`src/rtl/hwflow_pkg.sv`:
```
package hwflow_pkg;
  localparam int HADDR_W = 3;
  localparam logic [HADDR_W-1:0] A_FEAT  = 3'd0;
  localparam logic [HADDR_W-1:0] A_TRIG  = 3'd1;
  localparam logic [HADDR_W-1:0] A_XOFF2 = 3'd2;
  localparam logic [HADDR_W-1:0] A_IER   = 3'd3;
  localparam logic [HADDR_W-1:0] A_FCR   = 3'd4;
  localparam logic [HADDR_W-1:0] A_MCR   = 3'd5;
  localparam int NPROT = 3;

  typedef struct packed {
    logic cts_en;
    logic rts_en;
    logic spc_en;
    logic enh_en;
  } feat_t;
endpackage

```
`src/rtl/hwflow_regs.sv`:
```
module hwflow_regs
  import hwflow_pkg::*;
#(
  parameter int DATA_W = 8
) (
  input  logic                clk,
  input  logic                rst,
  input  logic                host_wr,
  input  logic [HADDR_W-1:0]  host_addr,
  input  logic [DATA_W-1:0]   host_wdata,
  output feat_t               feat,
  output logic [DATA_W-1:0]   trig,
  output logic [DATA_W-1:0]   xoff2,
  output logic [NPROT-1:0]    prot_we,
  output logic [DATA_W-1:0]   prot_wdata
);
  logic [NPROT-1:0] prot_hit;

  generate
    for (genvar g = 0; g < NPROT; g++) begin : g_prot
      assign prot_hit[g] = host_wr && (host_addr == A_IER + HADDR_W'(g));
    end
  endgenerate

  always_ff @(posedge clk) begin
    if (rst) begin
      feat  <= '0;
      trig  <= '0;
      xoff2 <= '0;
    end else if (host_wr) begin
      case (host_addr)
        A_FEAT:  feat  <= feat_t'(host_wdata[DATA_W-1 -: 4]);
        A_TRIG:  trig  <= host_wdata;
        A_XOFF2: xoff2 <= host_wdata;
        default: ;
      endcase
    end
  end

  always_ff @(posedge clk) begin
    if (rst) begin
      prot_we    <= '0;
      prot_wdata <= '0;
    end else begin
      prot_we    <= feat.enh_en ? prot_hit : '0;
      prot_wdata <= host_wdata;
    end
  end

  // a gated write never strobes a protected field
  assert_prot_block_R10: assert property (@(posedge clk) disable iff (rst)
    (host_wr && !feat.enh_en && host_addr >= A_IER && host_addr <= A_MCR) |=> (prot_we == '0));
  // at most one protected field per cycle
  assert_prot_onehot_R10: assert property (@(posedge clk) disable iff (rst)
    $onehot0(prot_we));
endmodule

```
`src/rtl/hwflow_rts.sv`:
```
module hwflow_rts #(
  parameter int LVL_W     = 7,
  parameter int THR_W     = 4,
  parameter int THR_SHIFT = 2
) (
  input  logic               clk,
  input  logic               rst,
  input  logic               rts_en,
  input  logic [2*THR_W-1:0] trig,
  input  logic [LVL_W-1:0]   rx_level,
  output logic               rts_pin
);
  logic [LVL_W-1:0] halt_lvl;
  logic [LVL_W-1:0] resume_lvl;
  logic             at_halt;
  logic             at_resume;

  assign halt_lvl   = LVL_W'(trig[THR_W-1:0]) << THR_SHIFT;
  assign resume_lvl = LVL_W'(trig[2*THR_W-1:THR_W]) << THR_SHIFT;
  assign at_halt    = rx_level >= halt_lvl;
  assign at_resume  = rx_level <= resume_lvl;

  always_ff @(posedge clk) begin
    if (rst || !rts_en)  rts_pin <= 1'b0;
    else if (at_halt)    rts_pin <= 1'b1;
    else if (at_resume)  rts_pin <= 1'b0;
  end

  assert_rts_off_R2: assert property (@(posedge clk) disable iff (rst)
    !rts_en |=> !rts_pin);
  assert_rts_halt_R3: assert property (@(posedge clk) disable iff (rst)
    (rts_en && rx_level >= halt_lvl) |=> rts_pin);
  assert_rts_resume_R4: assert property (@(posedge clk) disable iff (rst)
    (rts_en && rx_level <= resume_lvl && rx_level < halt_lvl) |=> !rts_pin);
  assert_rts_hold_R5: assert property (@(posedge clk) disable iff (rst)
    (rts_en && rx_level > resume_lvl && rx_level < halt_lvl) |=> $stable(rts_pin));
endmodule

```
`src/rtl/hwflow_cts.sv`:
```
module hwflow_cts #(
  parameter int SYNC_STAGES = 2
) (
  input  logic clk,
  input  logic rst,
  input  logic cts_en,
  input  logic cts_pin,
  input  logic tx_char_boundary,
  output logic tx_stop
);
  logic [SYNC_STAGES-1:0] sync_q;
  logic                   cts_s;
  logic                   stop_req;

  generate
    if (SYNC_STAGES == 1) begin : g_one
      always_ff @(posedge clk) sync_q <= rst ? '0 : cts_pin;
    end else begin : g_chain
      always_ff @(posedge clk)
        sync_q <= rst ? '0 : {sync_q[SYNC_STAGES-2:0], cts_pin};
    end
  endgenerate

  assign cts_s    = sync_q[SYNC_STAGES-1];
  assign stop_req = cts_en && cts_s;

  always_ff @(posedge clk) begin
    if (rst || !stop_req)       tx_stop <= 1'b0;
    else if (tx_char_boundary)  tx_stop <= 1'b1;
  end

  assert_stop_at_boundary_R7: assert property (@(posedge clk) disable iff (rst)
    $rose(tx_stop) |-> $past(tx_char_boundary));
  assert_stop_release_R7: assert property (@(posedge clk) disable iff (rst)
    !stop_req |=> !tx_stop);
  assert_stop_take_R6: assert property (@(posedge clk) disable iff (rst)
    (stop_req && tx_char_boundary) |=> tx_stop);
endmodule

```
`src/rtl/hwflow_spchar.sv`:
```
module hwflow_spchar #(
  parameter int DATA_W = 8
) (
  input  logic              clk,
  input  logic              rst,
  input  logic              spc_en,
  input  logic [DATA_W-1:0] xoff2,
  input  logic [DATA_W-1:0] rx_byte,
  input  logic              rx_valid,
  input  logic              host_iir_rd,
  output logic              spchar_irq
);
  logic hit;

  assign hit = rx_valid && spc_en && (rx_byte == xoff2);

  always_ff @(posedge clk) begin
    if (rst)               spchar_irq <= 1'b0;
    else if (hit)          spchar_irq <= 1'b1;
    else if (host_iir_rd)  spchar_irq <= 1'b0;
  end

  assert_spc_set_R8: assert property (@(posedge clk) disable iff (rst)
    (rx_valid && spc_en && rx_byte == xoff2) |=> spchar_irq);
  assert_spc_sticky_R9: assert property (@(posedge clk) disable iff (rst)
    (spchar_irq && !host_iir_rd) |=> spchar_irq);
  assert_spc_clear_R9: assert property (@(posedge clk) disable iff (rst)
    (host_iir_rd && !(rx_valid && spc_en && rx_byte == xoff2)) |=> !spchar_irq);
endmodule

```
`src/rtl/uart_hwflow_ctrl.sv`:
```
module uart_hwflow_ctrl
  import hwflow_pkg::*;
#(
  parameter int FIFO_DEPTH  = 64,
  parameter int DATA_W      = 8,
  parameter int THR_SHIFT   = 2,
  parameter int SYNC_STAGES = 2,
  localparam int LVL_W      = $clog2(FIFO_DEPTH + 1),
  localparam int THR_W      = DATA_W / 2
) (
  input  logic               clk,
  input  logic               rst,
  input  logic               cts_pin,
  input  logic               tx_char_boundary,
  input  logic [LVL_W-1:0]   rx_level,
  input  logic [DATA_W-1:0]  rx_byte,
  input  logic               rx_valid,
  input  logic               host_wr,
  input  logic [HADDR_W-1:0] host_addr,
  input  logic [DATA_W-1:0]  host_wdata,
  input  logic               host_iir_rd,
  output logic               rts_pin,
  output logic               tx_stop,
  output logic               spchar_irq,
  output logic [NPROT-1:0]   prot_we,
  output logic [DATA_W-1:0]  prot_wdata
);
  feat_t             feat;
  logic [DATA_W-1:0] trig;
  logic [DATA_W-1:0] xoff2;

  hwflow_regs #(.DATA_W(DATA_W)) u_regs (
    .clk(clk), .rst(rst), .host_wr(host_wr), .host_addr(host_addr),
    .host_wdata(host_wdata), .feat(feat), .trig(trig), .xoff2(xoff2),
    .prot_we(prot_we), .prot_wdata(prot_wdata)
  );

  hwflow_rts #(.LVL_W(LVL_W), .THR_W(THR_W), .THR_SHIFT(THR_SHIFT)) u_rts (
    .clk(clk), .rst(rst), .rts_en(feat.rts_en), .trig(trig),
    .rx_level(rx_level), .rts_pin(rts_pin)
  );

  hwflow_cts #(.SYNC_STAGES(SYNC_STAGES)) u_cts (
    .clk(clk), .rst(rst), .cts_en(feat.cts_en), .cts_pin(cts_pin),
    .tx_char_boundary(tx_char_boundary), .tx_stop(tx_stop)
  );

  hwflow_spchar #(.DATA_W(DATA_W)) u_spc (
    .clk(clk), .rst(rst), .spc_en(feat.spc_en), .xoff2(xoff2),
    .rx_byte(rx_byte), .rx_valid(rx_valid), .host_iir_rd(host_iir_rd),
    .spchar_irq(spchar_irq)
  );

  // outputs quiet on the cycle after reset
  assert_reset_quiet_R1: assert property (@(posedge clk)
    $past(rst) |-> (!rts_pin && !tx_stop && !spchar_irq && prot_we == '0));
endmodule

```
`config.mk`:
```
export PLATFORM = sky130hd
export DESIGN_NAME = uart_hwflow_ctrl
export DESIGN_NICKNAME = d
export VERILOG_FILES = /design/src/rtl/hwflow_pkg.sv /design/src/rtl/hwflow_regs.sv /design/src/rtl/hwflow_rts.sv /design/src/rtl/hwflow_cts.sv /design/src/rtl/hwflow_spchar.sv /design/src/rtl/uart_hwflow_ctrl.sv
export SDC_FILE = /design/constraint.sdc
export NUM_CORES = 1
export LEC_CHECK = 0
export ABC_AREA = 1
export BUFFER_PORTS_ARGS = -buffer_cell sky130_fd_sc_hd__buf_2
export CAP_MARGIN = 20
export CORE_MARGIN = 3
export CORE_UTILIZATION = 35
export CTS_CLUSTER_SIZE = 12
export DETAILED_ROUTE_END_ITERATION = 7
export SYNTH_ARGS = -nofsm -noshare
export SYNTH_HDL_FRONTEND = slang
export SYNTH_HIERARCHICAL = 1
export SYNTH_SLANG_ARGS = --single-unit
```
`constraint.sdc`:
```
create_clock -name clk -period 1.4 [get_ports clk]
set_clock_uncertainty 0.1 [all_clocks]
set_input_delay 0.07 -clock clk [delete_from_list [all_inputs] [get_ports clk]]
set_output_delay 0.07 -clock clk [all_outputs]
set_load 0.01 [all_outputs]
```
After elaboration in Yosys (flattened, before gate mapping)
Cells that the tools add are included.
Storage, ports and cells
  bits in registers: 36
  word-level logic and storage cells: 42
Operators by class
  $lt $le $gt $ge: 2
  equal/unequal tests: 6
  multiplexer cells: 4
  bitwise gates (word level): 1
  reductions and logical operators: 17
Operator list (number)
  $eq 8x8->1: 1
  $ge 7x6->1: 1
  $le 7x6->1: 1
  $eq 3x2->1 const B: 2
  $eq 3x3->1 const B: 2
  $logic_and 1x1->1: 6
  $reduce_and 2->1: 3
  $mux 1: 4
  $reduce_bool 2->1: 2
  $eq 3x1->1 const B: 1
  $logic_not 3->1: 1
  $logic_not 1->1: 2
  $logic_or 1x1->1: 2
  $reduce_or 2->1: 1
  $not 1->1: 1

Depth between registers and ports, before layout
  depth in word-level cells: 3
  gate-level depth with buffers: 9

By module
Netlist, hierarchy kept.
By module, submodules not included
  hwflow_regs: times used 1, cells each 155, area each 1152.4 um^2, seq. area each 620.6 um^2
  hwflow_rts: times used 1, cells each 49, area each 301.5 um^2, seq. area each 20.0 um^2
  hwflow_spchar: times used 1, cells each 40, area each 190.2 um^2, seq. area each 20.0 um^2
  hwflow_cts: times used 1, cells each 11, area each 91.3 um^2, seq. area each 60.1 um^2

Least setup slack after synthesis
OpenSTA, ideal clock, no wires.
  kind: register to register
  start point: register u_regs.trig[6]
  end point: register u_rts.rts_pin
  arrival time: 0.996 ns
  required time: 1.185 ns
  path slack: 0.189 ns
  cell stages (with the launch flop): 10
  path buffers: 0
  period minus slack after synthesis: 1.211 ns
  cell sequence: dfxtp_1 inv_1 ha_1 nand2_1 inv_1 nand2_1 nor2_1 nor2_2 nand2_1 a21oi_2
Between the ends
  word-level cells in the longest chain between the ends: 2
RTL lines
  start, declared: RTL line hwflow_regs.sv:12  | output logic [DATA_W-1:0] trig,
  start signal, assigned: RTL line hwflow_regs.sv:33  | A_TRIG: trig <= host_wdata;
  $le 7x6->1: RTL line hwflow_rts.sv:21  | assign at_resume = rx_level <= resume_lvl;
  $reduce_bool 2->1 (no line)
  end signal, assigned: RTL line hwflow_rts.sv:24  | if (rst || !rts_en) rts_pin <= 1'b0;
  end signal, assigned: RTL line hwflow_rts.sv:25  | else if (at_halt) rts_pin <= 1'b1;
  end signal, assigned: RTL line hwflow_rts.sv:26  | else if (at_resume) rts_pin <= 1'b0;
  end, declared: RTL line hwflow_rts.sv:11  | output logic rts_pin
No other way between the ends.
A chain may end at the register's enable or synchronous reset.

Final worst setup path
  start point: register u_regs.trig[7]
  end point: register u_rts.rts_pin
The elaborated chain is that of the path after synthesis.

==> flow_summary.json <==
{
  "drtIter0Drc": 70,
  "layout_commonest_cell": "nor2_1",
  "core_um2": 4560,
  "initial_core_util": 0.380,
  "ios": 47,
  "synth_top_area_frac": 0.415,
  "p_leak_uw": 0.00111,
  "die_area_um2": 5840,
  "slew_viol_final": 0,
  "ys_ff_latch": 36,
  "firstDrtPassIters": 4,
  "final_util": 0.499,
  "ir_drop_uv": 529,
  "total_power_uw": 2130,
  "yosys.area_share.simple": 0.394,
  "hold_path.class": "input pin to flip-flop",
  "wl_mm": 3.89,
  "dp_cells": 363,
  "rows": 24,
  "tns_ns": 0,
  "post-place-ws_ns": 0.110,
  "ys_seq_area_frac": 0.415,
  "synth_mux_area_frac": 0,
  "clk-insertion-delay-late_ns": 0.28,
  "mostFrequentLayoutCells": "nor2_1, nand2_1, buf_2",
  "nFillCells": 499,
  "critPathMaxFanout": 2,
  "yosysTopAreaCell": "dfxtp_1",
  "worst_slew_pin_slew_ns": 0.565,
  "fin_crit_ns": 1.30,
  "io_buffers": 46,
  "setup-violations-final": 0,
  "wl_per_cell_um": 10.1,
  "grt_pass1_vias": 1576,
  "syn_inst": 255,
  "max_freq_mhz": 771,
  "cts_buffers": 5,
  "root_buffer": "clkbuf_8",
  "ys_types": 16,
  "fin_cells": 386,
  "worstSetupPathType": "flip-flop to flip-flop",
  "antenna_found_initial": 0,
  "drc": 0,
  "grt_first_pass_wirelength_mm": 6.75,
  "yosys_warnings": 6,
  "grt_start_max_net_pins": 21,
  "synth.area.top_cells": "dfxtp_1, nor2_1, nand2_1, inv_1, nand3_1",
  "drv_cap": 0,
  "post-cts-setup-buffers": 0,
  "status": "completed",
  "cts-htree-levels": 2,
  "vias": 1648,
  "synth_fa_ha_area_frac": 0.0577,
  "clockBufferDepth": 2,
  "clkSinkCount": 36,
  "synth-compound-area-share": 0.0180,
  "syn_to_final_growth_pct": 31.2,
  "clkSlewWorstSetupHoldPaths_ns": 0.06,
  "dpl.hpwl_mm": 2.90,
  "register_area_um2": 721,
  "rsz0062_at_grt": "no",
  "synth_nets": 296,
  "nNetsFinal": 361,
  "synth_xor_area_frac": 0.0101,
  "worstSetupEndpointType": "flip-flop",
  "layout_setup_ws_ns": 0.103,
  "vias_per_cell": 4.27,
  "power_per_cell_area_nw_per_um2": 937,
  "dieHeight_um": 76.4,
  "drive_gt1_frac": 0.224,
  "arrival_ns": 1.42,
  "synth_area_per_cell_um2": 6.81,
  "cts_tree": "yes",
  "cp-start-kind": "flip-flop",
  "antenna_cells": 0,
  "route.antenna.remaining_nets": 0,
  "die_w_um": 76.4,
  "fin_crit_sh": 0.926,
  "overflow": 0,
  "cp.required_ns": 1.52,
  "multiInputGateArea_um2": 832,
  "synth_top_family_by_area": "simple AND/OR/NAND/NOR gates",
  "syn_area_um2": 1740,
  "relSlewSlack": 0.623,
  "gr-usage-all-layers": 0.143,
  "hold_viol": 0,
  "gp_congestion": 0.836
}
## per-stage QoR
| stage | hold slack, ns | instance area [um2] |
|---|---|---|
| after global placement | 0.194 | 2040 |
| after floorplan | 0.0324 | 1740 |
| after detailed placement | 0.194 | 2040 |
| after global routing | 0.0669 | 2280 |
| final | 0.0549 | 2280 |
| after CTS | 0.0533 | 2280 |
## where the power goes
group | internal [uW] | switching [uW]
clock network | 401 | 341
registers | 1060 | 15.1
logic | 142 | 176
total | 1600 | 531
## routing by layer
| layer | share of wire | up-vias | GRT usage |
|---|---|---|---|
| li1 | - | 892 | - |
| met1 | 0.46 | 711 | 0.179 |
| met2 | 0.47 | 41 | 0.234 |
| met3 | 0.058 | 4 | 0.0473 |
| met4 | 0.0077 | 0 | 0.0380 |
| met5 | 0 | - | 0 |
## area by class of cell
cell class | count | area share
inverters | 42 | 0.0692
repair buffers | 63 | 0.174
flip-flops and latches | 36 | 0.316
clock buffers | 8 | 0.0396
well taps | 65 | 0.0357
multi-input cells | 172 | 0.365
## repair_timing
item,in CTS,in global routing
resized for setup,0,1
hold endpoints to repair,14,0
setup endpoints to repair,0,1
hold buffers,15,0
## worst max-delay path: stages (launching register included)
cell and delay, ns:
dfxtp_1 0.33, inv_1 0.05, ha_1 0.31, inv_1 0.05
nor2_2 0.09, nand3_1 0.09, nand3_2 0.06, nand2_1 0.05
a21oi_2 0.10
## Yosys cell counts (all sizes together)
master,instances
inv,42
buf,5
xnor2,2
nand3,28
nand4,1
dfxtp,36
nand2,53
o21ai,1
ha,8
a21oi,3
nor2,76
## state kept, by name, summed over array words and instances (netlist names)
signal,cells
u_regs/prot_wdata,8
u_regs/trig,8
u_regs/xoff2,8
u_regs/feat,4
u_regs/prot_we,3
u_cts/sync_q,2
u_cts/tx_stop,1
u_rts/rts_pin,1
u_spc/spchar_irq,1
## logic make-up after synthesis
group | count (synthesis)
buffers and inverters | 47
flip-flops | 36
AND/OR/NAND/NOR | 158
AO/OA/AOI/OAI | 4
XOR/XNOR | 2
adder cells (fa/ha/maj) | 8
## final timing paths
check	cells after the start	from	slack, ns	to
worst max-delay path	8	u_regs/trig[7]	0.10	u_rts/rts_pin
worst min-delay path	5	rx_valid	0.05	u_spc/spchar_irq
worst max register to register	8	u_regs/trig[7]	0.10	u_rts/rts_pin
worst min register to register	2	u_cts/sync_q[0]	0.32	u_cts/sync_q[1]
Note: power is estimated with default switching activity, not from simulation.
